**src/rtl/dma_frame_pkg.sv**
```systemverilog
package dma_frame_pkg;

   typedef enum logic [1:0] {
      RIDX_BASE  = 2'd0,
      RIDX_COUNT = 2'd1,
      RIDX_CTRL  = 2'd2,
      RIDX_SPARE = 2'd3
   } ridx_e;

   // control word bit positions (software decodes these)
   localparam int unsigned CB_ERR = 0;
   localparam int unsigned CB_IEN = 1;
   localparam int unsigned CB_GO  = 2;
   localparam int unsigned CB_DIR = 3;
   localparam int unsigned CB_NUM = 4;

   typedef struct packed {
      logic dir;
      logic go;
      logic ien;
      logic clr_err;
   } ctl_cmd_t;

endpackage

```
**src/rtl/dma_frame_regs.sv**
```systemverilog
module dma_frame_regs
   import dma_frame_pkg::*;
#(
   parameter int unsigned DATA_W = 32,
   parameter int unsigned ADDR_W = 32,
   parameter int unsigned LEN_W  = 21
) (
   input  logic              clk,
   input  logic              rst_n,
   input  logic              we,
   input  logic [1:0]        idx,
   input  logic [DATA_W-1:0] wdata,
   input  logic              busy,
   output logic [ADDR_W-3:0] base_word,
   output logic [LEN_W-1:0]  count,
   output logic              ien,
   output logic              dir,
   output logic              ctl_stb,
   output ctl_cmd_t          cmd
);

   logic  wr_ok;
   ridx_e widx;

   assign widx  = ridx_e'(idx);
   assign wr_ok = we && !busy;

   assign cmd.dir     = wdata[CB_DIR];
   assign cmd.go      = wdata[CB_GO];
   assign cmd.ien     = wdata[CB_IEN];
   assign cmd.clr_err = wdata[CB_ERR];

   assign ctl_stb = wr_ok && (widx == RIDX_CTRL);

   always_ff @(posedge clk or negedge rst_n) begin
      if (!rst_n) begin
         base_word <= '0;
         count     <= '0;
         ien       <= 1'b0;
         dir       <= 1'b0;
      end else if (wr_ok) begin
         case (widx)
            RIDX_BASE:  base_word <= wdata[ADDR_W-1:2];
            RIDX_COUNT: count     <= wdata[LEN_W-1:0];
            RIDX_CTRL: begin
               ien <= cmd.ien;
               dir <= cmd.dir;
            end
            default: ;
         endcase
      end
   end

endmodule

```
**src/rtl/dma_frame_seq.sv**
```systemverilog
module dma_frame_seq #(
   parameter int unsigned ADDR_W = 32,
   parameter int unsigned LEN_W  = 21
) (
   input  logic              clk,
   input  logic              rst_n,
   input  logic              start,
   input  logic [ADDR_W-3:0] base_word,
   input  logic [LEN_W-1:0]  count,
   input  logic              ready,
   input  logic              fault_in,
   output logic              busy,
   output logic [ADDR_W-3:0] cur_word,
   output logic              done,
   output logic              fault
);

   logic [LEN_W-1:0] left;
   logic             hs;
   logic             last;
   logic             empty;

   assign hs    = busy && ready;
   assign last  = (left == LEN_W'(1));
   assign empty = (count == '0);
   assign fault = hs && fault_in;
   assign done  = (start && empty) || (hs && (last || fault_in));

   always_ff @(posedge clk or negedge rst_n) begin
      if (!rst_n) begin
         busy     <= 1'b0;
         cur_word <= '0;
         left     <= '0;
      end else if (start) begin
         busy     <= !empty;
         cur_word <= base_word;
         left     <= count;
      end else if (hs) begin
         if (last || fault_in) begin
            busy <= 1'b0;
         end else begin
            cur_word <= cur_word + 1'b1;
            left     <= left - 1'b1;
         end
      end
   end

endmodule

```
**src/rtl/dma_frame_status.sv**
```systemverilog
module dma_frame_status (
   input  logic clk,
   input  logic rst_n,
   input  logic ctl_stb,
   input  logic ien_wr,
   input  logic clr_err,
   input  logic ien,
   input  logic done,
   input  logic fault,
   output logic err,
   output logic irq
);

   logic ien_now;

   // a zero-length start ends in the same cycle as its own write
   assign ien_now = ctl_stb ? ien_wr : ien;

   always_ff @(posedge clk or negedge rst_n) begin
      if (!rst_n) begin
         err <= 1'b0;
         irq <= 1'b0;
      end else begin
         if (fault)
            err <= 1'b1;
         else if (ctl_stb && clr_err)
            err <= 1'b0;

         if (done)
            irq <= ien_now;
         else if (ctl_stb)
            irq <= 1'b0;
      end
   end

endmodule

```
**src/rtl/dma_frame_channel.sv**
```systemverilog
module dma_frame_channel
   import dma_frame_pkg::*;
#(
   parameter int unsigned DATA_W   = 32,
   parameter int unsigned ADDR_W   = 32,
   parameter int unsigned LEN_W    = 21,
   parameter bit          READ_REG = 1'b0
) (
   input  logic              clk,
   input  logic              rst_n,
   input  logic              cfg_we,
   input  logic [1:0]        cfg_idx,
   input  logic [DATA_W-1:0] cfg_wdata,
   input  logic [1:0]        cfg_ridx,
   output logic [DATA_W-1:0] cfg_rdata,
   output logic              mem_valid,
   input  logic              mem_ready,
   output logic [ADDR_W-1:0] mem_addr,
   output logic              mem_to_host,
   input  logic              mem_err,
   output logic              irq
);

   localparam int unsigned WORD_W = ADDR_W - 2;

   if (ADDR_W < 3 || ADDR_W > DATA_W) begin : g_bad_addr_w
      $error("ADDR_W must lie between 3 and DATA_W");
   end
   if (LEN_W < 1 || LEN_W > DATA_W) begin : g_bad_len_w
      $error("LEN_W must lie between 1 and DATA_W");
   end
   if (DATA_W < CB_NUM) begin : g_bad_data_w
      $error("DATA_W too narrow for the control word");
   end

   logic [WORD_W-1:0] base_word;
   logic [WORD_W-1:0] cur_word;
   logic [LEN_W-1:0]  count;
   logic              ien;
   logic              dir;
   logic              ctl_stb;
   ctl_cmd_t          cmd;
   logic              busy;
   logic              done;
   logic              fault;
   logic              err_flag;
   logic [DATA_W-1:0] rd_next;

   dma_frame_regs #(
      .DATA_W (DATA_W),
      .ADDR_W (ADDR_W),
      .LEN_W  (LEN_W)
   ) u_regs (
      .clk       (clk),
      .rst_n     (rst_n),
      .we        (cfg_we),
      .idx       (cfg_idx),
      .wdata     (cfg_wdata),
      .busy      (busy),
      .base_word (base_word),
      .count     (count),
      .ien       (ien),
      .dir       (dir),
      .ctl_stb   (ctl_stb),
      .cmd       (cmd)
   );

   dma_frame_seq #(
      .ADDR_W (ADDR_W),
      .LEN_W  (LEN_W)
   ) u_seq (
      .clk       (clk),
      .rst_n     (rst_n),
      .start     (ctl_stb && cmd.go),
      .base_word (base_word),
      .count     (count),
      .ready     (mem_ready),
      .fault_in  (mem_err),
      .busy      (busy),
      .cur_word  (cur_word),
      .done      (done),
      .fault     (fault)
   );

   dma_frame_status u_status (
      .clk     (clk),
      .rst_n   (rst_n),
      .ctl_stb (ctl_stb),
      .ien_wr  (cmd.ien),
      .clr_err (cmd.clr_err),
      .ien     (ien),
      .done    (done),
      .fault   (fault),
      .err     (err_flag),
      .irq     (irq)
   );

   assign mem_valid   = busy;
   assign mem_addr    = {cur_word, 2'b00};
   assign mem_to_host = dir;

   always_comb begin
      rd_next = '0;
      case (ridx_e'(cfg_ridx))
         RIDX_BASE:  rd_next = DATA_W'({base_word, 2'b00});
         RIDX_COUNT: rd_next = DATA_W'(count);
         RIDX_CTRL:  rd_next = DATA_W'({dir, busy, ien, err_flag});
         default:    rd_next = '0;
      endcase
   end

   if (READ_REG) begin : g_rd_flop
      always_ff @(posedge clk or negedge rst_n) begin
         if (!rst_n) cfg_rdata <= '0;
         else        cfg_rdata <= rd_next;
      end
   end else begin : g_rd_comb
      assign cfg_rdata = rd_next;
   end

endmodule

```
**config.mk**
```make
export PLATFORM = sky130hd
export DESIGN_NAME = dma_frame_channel
export DESIGN_NICKNAME = d
export VERILOG_FILES = /design/src/rtl/dma_frame_pkg.sv /design/src/rtl/dma_frame_regs.sv /design/src/rtl/dma_frame_seq.sv /design/src/rtl/dma_frame_status.sv /design/src/rtl/dma_frame_channel.sv
export SDC_FILE = /design/constraint.sdc
export NUM_CORES = 1
export LEC_CHECK = 0
export ABC_AREA = 1
export BUFFER_PORTS_ARGS = -buffer_cell sky130_fd_sc_hd__buf_2
export CAP_MARGIN = 20
export CORE_MARGIN = 2
export CORE_UTILIZATION = 38
export DETAILED_ROUTE_END_ITERATION = 7
export HOLD_SLACK_MARGIN = 0.08
export PLACE_DENSITY = 0.58
export SKIP_LAST_GASP = 1
export SYNTH_ARGS = -nofsm -noshare
export SYNTH_HDL_FRONTEND = slang
export SYNTH_HIERARCHICAL = 1
export SYNTH_SLANG_ARGS = --single-unit
```
**constraint.sdc**
```tcl
create_clock -name clk -period 5.03 [get_ports clk]
set_input_delay 1.2575 -clock clk [delete_from_list [all_inputs] [get_ports clk]]
set_output_delay 1.2575 -clock clk [all_outputs]
set_load 0.1 [all_outputs]
```
# == Word level (Yosys, flattened, before mapping) ==
# Index checks and enable logic that the tools add are counted.
# classes
muxes,15
n_reduce_logical,24
n_eq_ne,6
add_sub_neg,2
# ops
cell,count
32-bit case mux with 3 select lines,1
30-bit two-way mux,3
21-bit two-way mux,3
30-bit by 1-bit adder with 30-bit output (second input constant),1
21-bit by 1-bit equality test with 1-bit output (second input constant),1
21-bit logical NOT,1
21-bit by 1-bit subtractor with 21-bit output (second input constant),1
2-bit AND reduction,5
1-bit logical AND,8
1-bit two-way mux,8
2-bit nonzero test,4
2-bit by 1-bit equality test with 1-bit output (second input constant),2
2-bit equality test (second input constant),2
2-bit logical NOT,2
1-bit logical NOT,2
1-bit logical OR,2
2-bit by 1-bit != test with 1-bit output (second input constant),1
# totals
out_inout_bits,67
register_bits,107
elab_cells,56
in_bits,41

# == Depth between registers and ports, before layout ==
# Gate-level depths: netlist (run 1).
# depth
depth_word,7
ltp_mapped,15
depth_no_buf,13

# == Cells and area by module ==
# The synthesis (run 1) kept the hierarchy.
# modules_own_cells
module,seq_area_each_um2,area_each_um2,instances,cells_each
dma_frame_seq,1301.2,3987.6,1,622
dma_frame_regs,1326.3,2160.8,1,243
dma_frame_channel,0.0,462.9,1,103
dma_frame_status,50.0,96.3,1,13

# == Least setup slack after synthesis (run 1) ==
# Ideal clock, no wire load.
# synth_path
path_kind,input to output
startpoint,input cfg_ridx[1]
endpoint,output cfg_rdata[21]
stages,4
required_ns,3.773
arrival_time_ns,2.846
path_slack_ns,0.926
n_path_buf,1
path_cell_list,nor2_2 > inv_1 > buf_2 > nor2_1
# synth_via
elab_chain_cells,2
word_cells_on_any_way,4
classes_between,eq/ne: 2; mux: 1; reduce/logical: 1
# synth_lines
item,line,source
"start, declared",dma_frame_channel.sv:14,"input logic [1:0] cfg_ridx,"
"2-bit equality test, or another cell as far along",dma_frame_channel.sv:104,case (ridx_e'(cfg_ridx))
32-bit case mux with 3 select lines (*),dma_frame_channel.sv:104,
"end, declared",dma_frame_channel.sv:15,"output logic [DATA_W-1:0] cfg_rdata,"
# Mark *: on every way between the ends. The rest lies on a longest branch, timed or not.

# == Worst setup path in the final report (run 1) ==
# layout_path
startpoint,input cfg_ridx[1]
endpoint,output cfg_rdata[3]
# The elaborated chain is that of the path after synthesis.

==> impl_metrics.py, run 1 <==
metrics = {
    "run_status": {
        "status": "finished clean",
    },
    "global_route": {
        "grt_overflow": 0,
        "met3_usage_pct": 3.70,
        "first_global_vias": 5879,
        "grt_max_degree": 57,
        "top_usage_layer": "met1",
        "antenna_found_initial": 0,
        "met1_usage_pct": 34.6,
        "grt.total_usage_pct": 22.6,
        "met2_usage_pct": 33.2,
        "grt_pass1_wl_mm": 32.5,
    },
    "power_and_ir_drop": {
        "switching_share_pct": 56.7,
        "power_switching_mw": 2.85,
        "ir_drop_mv": 0.439,
        "cellLeakagePower_nw": 3.92,
        "internal_power_mw": 2.18,
        "p_clk_share_pct": 14.6,
        "seq_power_share_pct": 35.0,
        "power_density_nw_per_um2": 662,
        "share_comb_of_total_power_pct": 50.4,
    },
    "timing": {
        "finalCriticalPeriod_ps": 3880,
        "max_freq_mhz": 258,
        "grt_setup_unrepaired": "no",
        "worst_slack_ps": 1150,
        "worst_slew_pin_slew_ps": 771,
        "slew_viol_final": 0,
        "period_share_pct": 77.2,
        "finalClockSkew_ps": 8.57,
        "finalSetupViolations": 0,
        "fin_setup_tns_ps": 0,
        "hold_violations": 0,
        "maxSlewHeadroom_pct": 48.5,
    },
    "cells_and_area": {
        "antenna_cells": 0,
        "syn2layout_area_growth_pct": 13.3,
        "nets": 1101,
        "drive_gt1_share_pct": 15.9,
    },
    "placement": {
        "io_buffers": 105,
        "dp_hpwl_mm": 14.9,
        "dp_slack_ps": 1170,
        "gp_congestion": 0.900,
    },
    "flow_run": {
        "maxCapViolCount": 0,
    },
    "hold_path": {
        "hold_path_class": "flop to flop",
    },
    "clocking": {
        "numClockSinks": 107,
        "cts_inserted_buffers": 9,
        "htree_levels": 3,
        "ctsLongestPathBuffers": 2,
        "clkTransAtPathRegs_ps": 80,
        "holdBufCountCts": 0,
        "clock_latency_ps": 370,
        "cts_resized": 0,
        "root_buffer": "clkbuf_16",
        "cts_setup_buffers": 0,
        "tritoncts": "built",
    },
    "critical_path": {
        "crit_required_ps": 3770,
        "r2r-end": "u_seq/cur_word[3]$_DFFE_PN0P_",
        "cp_max_fo": 21,
        "r2r_slack_ps": 2640,
        "critPathArrivalTime_ps": 2620,
        "cp-start-kind": "input port",
        "worstReg2RegStart": "u_seq/busy$_DFFE_PN0P_",
        "crit_start": "cfg_ridx[1]",
        "endpoint": "cfg_rdata[3]",
        "r2r_cells": 11,
        "worstSetupPathType": "input port to output pin",
        "endpoint_kind": "output pin",
    },
    "floorplan": {
        "die_w_um": 137,
        "row_count": 48,
        "io_pins": 108,
        "core_sq_um": 17300,
        "initial_core_util_pct": 38.7,
        "die_area_sq_um": 18700,
        "dieHeight_um": 137,
    },
    "route": {
        "post_drt_wl_per_cell_um": 15.9,
        "viasPerCell": 5.06,
        "drt-initial-drc-count": 587,
        "vias": 6518,
        "wl_mm": 20.5,
        "drc": 0,
        "ant_nets": 0,
        "drtPass1Iterations": 5,
    },
    "logic_synthesis": {
        "yosysWarnings": 6,
        "synth_cells": 980,
        "syn_area_per_cell_sq_um": 6.84,
        "synth_area_sq_um": 6700,
    },
}
state kept, by name (all words and copies together) (netlist names):
register / count
u_regs/ien: 1
u_regs/base_word: 30
u_seq/left: 21
u_regs/dir: 1
u_status/err: 1
u_regs/count: 21
u_status/irq: 1
u_seq/busy: 1
u_seq/cur_word: 30
cells in the final DEF, fill, tap and decap left out, drive strengths merged, types with 2 or more instances in the layout:
cell type	count
a21oi	2
buf	115
clkbuf	10
clkinv	3
conb	2
dfrtp	107
ha	3
inv	56
nand2	399
nand3	184
nand3b	9
nand4	6
nor2	111
o21ai	22
or2	6
xnor2	11
xor2	12
power groups by stage:
stage | sequential [mW] | combinational (mW) | clock, mW
after floorplan | 2.29 | 1.44 | 0
after global placement | 1.77 | 2.51 | 0
after detailed placement | 1.76 | 2.53 | 0
after CTS | 1.75 | 2.53 | 0.754
after global routing | 1.82 | 2.75 | 0.785
final | 1.76 | 2.53 | 0.734
worst min path at each step:
stage,start,end,slack [ps],cells past startpoint
3_5_place_dp,u_status/irq$_DFFE_PN0P_,u_status/irq$_DFFE_PN0P_,470,2
6_report,u_status/irq$_DFFE_PN0P_,u_status/irq$_DFFE_PN0P_,490,2
2_1_floorplan,u_status/err$_DFFE_PN0P_,u_status/err$_DFFE_PN0P_,450,1
4_1_cts,u_status/irq$_DFFE_PN0P_,u_status/irq$_DFFE_PN0P_,490,2
3_3_place_gp,u_status/irq$_DFFE_PN0P_,u_status/irq$_DFFE_PN0P_,470,2
5_1_grt,u_status/err$_DFFE_PN0P_,u_status/err$_DFFE_PN0P_,530,1
final cells by class:
cell class | count | area (sq um)
clock inverter | 6 | 67.6
inverter | 53 | 199
timing repair buffer | 115 | 623
clock buffer | 10 | 239
sequential | 107 | 2680
fill | 1890 | 9700
multi-input combinational | 771 | 3510
tap | 225 | 282
per-layer routing:
| layer | vias up | wire, um | part of all wire [%] |
|---|---|---|---|
| li1 | 3271 | - | - |
| met1 | 3037 | 10200 | 50 |
| met2 | 193 | 8940 | 44 |
| met3 | 17 | 1130 | 5.5 |
| met4 | 0 | 234 | 1.1 |
| met5 | - | 0 | 0 |
critical path: stages:
cell and delay (ps):
buf_2 130, inv_1 510, nand3_1 160, nand3_1 130
buf_2 430
stage by stage:
stage	hold WS, ps	power [mW]	cells	util, %	area (sq um)
after floorplan	454	3.73	981	-	6700
after global placement	472	4.28	1270	42.0	7260
after detailed placement	471	4.29	1270	42.0	7260
after CTS	492	5.04	1286	43.7	7570
after global routing	530	5.35	1287	43.9	7590
final	487	5.02	1287	43.9	7590
No activity file was read; power rests on OpenSTA's default activity.
==> run 2: changes to the inputs <==
--- a/config.mk
+++ b/config.mk
@@ -12,7 +12,7 @@
 export CORE_UTILIZATION = 38
 export DETAILED_ROUTE_END_ITERATION = 7
 export HOLD_SLACK_MARGIN = 0.08
-export PLACE_DENSITY = 0.58
+export PLACE_DENSITY = 0.61
 export SKIP_LAST_GASP = 1
 export SYNTH_ARGS = -nofsm -noshare
 export SYNTH_HDL_FRONTEND = slang
==> constraint.sdc (replaced) <==
create_clock -name clk -period 3.37 [get_ports clk]
set_input_delay 0.8425 -clock clk [delete_from_list [all_inputs] [get_ports clk]]
set_output_delay 0.8425 -clock clk [all_outputs]
set_load 0.1 [all_outputs]
==> run 2 against run 1 <==
Effect of this change: largest cell class unchanged; critical path type unchanged; non-clock buffer count rose by 2; die area did not move; highest routed layer unchanged; wire length rose by 0.85%; first-iteration DRC count fell by 10%; utilization rose by 2.7 points; sequential share of layout area fell by 2.0 points.
==> impl_metrics.py, run 2 (synthesized netlist as in run 1, its figures left out) <==
metrics = {
    "clocking": {
        "htree_levels": 3,
        "numClockSinks": 107,
        "ctsLongestPathBuffers": 2,
        "cts_inserted_buffers": 9,
        "clock_latency_ps": 360,
        "clkTransAtPathRegs_ps": 80,
        "root_buffer": "clkbuf_16",
        "tritoncts": "built",
        "cts_resized": 0,
        "holdBufCountCts": 0,
        "cts_setup_buffers": 0,
    },
    "timing": {
        "worst_slew_pin_slew_ps": 660,
        "period_share_pct": 82.9,
        "maxSlewHeadroom_pct": 56.0,
        "finalClockSkew_ps": 12.6,
        "max_freq_mhz": 358,
        "fin_setup_tns_ps": 0,
        "finalSetupViolations": 0,
        "grt_setup_unrepaired": "no",
        "finalCriticalPeriod_ps": 2790,
        "slew_viol_final": 0,
        "hold_violations": 0,
    },
    "critical_path": {
        "worstSetupPathType": "input port to output pin",
        "cp_max_fo": 23,
        "critPathArrivalTime_ps": 1950,
        "cp-start-kind": "input port",
        "endpoint_kind": "output pin",
        "r2r_cells": 10,
        "r2r_slack_ps": 1190,
        "crit_required_ps": 2530,
    },
    "cells_and_area": {
        "final_cell_mix": "396 x nand2_1, 177 x nand3_1, 107 x dfrtp_1, 99 x nor2_1, 74 x buf_2",
        "nFillCells": 1803,
        "nets": 1103,
        "drive_gt1_share_pct": 15.8,
        "antenna_cells": 0,
        "multi_input_area_sq_um": 3510,
        "reg_top3": "u_regs/base_word (30), u_seq/cur_word (30)",
        "instances_no_fill": 1289,
        "final_common_cell": "nand2_1",
        "post-route-util_pct": 46.6,
        "syn2layout_area_growth_pct": 20.2,
        "register_area_sq_um": 2680,
    },
    "global_route": {
        "first_global_vias": 6065,
        "grt_max_degree": 62,
        "grt.total_usage_pct": 22.6,
        "grt_pass1_wl_mm": 33.0,
        "grt_overflow": 0,
        "antenna_found_initial": 0,
    },
    "placement": {
        "dp_hpwl_mm": 15.0,
        "io_buffers": 105,
        "gp_congestion": 0.878,
        "place_inst": 1273,
    },
    "route": {
        "drc": 0,
        "wl_met1_mm": 9.88,
        "wl_met3_mm": 1.11,
        "viasPerCell": 5.13,
        "post_drt_wl_per_cell_um": 16.0,
        "top_layer_used": "met4",
        "wl_mm": 20.7,
        "drt-initial-drc-count": 527,
        "ant_nets": 0,
        "wl_met2_mm": 9.38,
        "vias": 6619,
        "drtPass1Iterations": 5,
    },
    "floorplan": {
        "row_count": 48,
        "core_sq_um": 17300,
        "io_pins": 108,
        "initial_core_util_pct": 38.7,
        "die_area_sq_um": 18700,
        "dieHeight_um": 137,
        "die_w_um": 137,
    },
    "power_and_ir_drop": {
        "power_density_nw_per_um2": 972,
        "cellLeakagePower_nw": 4.02,
        "ir_drop_mv": 0.622,
    },
    "hold_path": {
        "hold_depth": 2,
        "hold_path_class": "flop to flop",
    },
    "flow_run": {
        "maxCapViolCount": 0,
    },
    "run_status": {
        "status": "finished clean",
    },
}
[run 2: path summary, 6_finish.rpt]
kind                                     startpoint                        endpoint
max                                     cfg_ridx[0]                   cfg_rdata[31]
min                        u_status/irq$_DFFE_PN0P_        u_status/irq$_DFFE_PN0P_
min in group asynchronous                     rst_n  u_seq/cur_word[23]$_DFFE_PN0P_
max in group asynchronous                     rst_n    u_regs/count[12]$_DFFE_PN0P_
max reg2reg                  u_seq/busy$_DFFE_PN0P_   u_seq/cur_word[3]$_DFFE_PN0P_
min reg2reg                u_status/irq$_DFFE_PN0P_        u_status/irq$_DFFE_PN0P_
[run 2: critical path: stages]
cell and delay [ps]:
buf_2 250, nor2_2 220, inv_1 190, nor2_1 230
buf_12 210
[run 2: power by group]
| group | internal, mW | leakage (nW) | total [mW] | switching [mW] |
|---|---|---|---|---|
| Combinational | 1.11 | 2.50 | 4.07 | 2.96 |
| Sequential | 1.84 | 1.36 | 2.61 | 0.776 |
| Clock | 0.655 | 0.151 | 1.15 | 0.496 |
[run 2: per-layer routing]
layer  track usage (%)  up-vias
met1              33.4     3118
met4              6.07        0
met5                 0        -
li1                  -     3275
met3              3.22       22
met2              34.6      204
[run 2: cell type report]
cell class                 count  share of cell area, %
clock buffer                  12                   2.94
clock inverter                 4                  0.916
inverter                      53                   2.47
multi-input combinational    771                   43.5
sequential                   107                   33.2
tap                          225                   3.49
timing repair buffer         117                   13.4
[run 2: per-stage QoR]
step / area, sq um / hold slack [ps] / setup WS (ps) / total power [mW]
floorplan: 6700 / 454 / 96.4 / 5.57
global placement: 7740 / 464 / 619 / 6.65
detailed placement: 7740 / 469 / 570 / 6.69
CTS: 8060 / 487 / 567 / 7.85
global route: 8060 / 511 / 477 / 8.31
finish: 8060 / 489 / 577 / 7.83
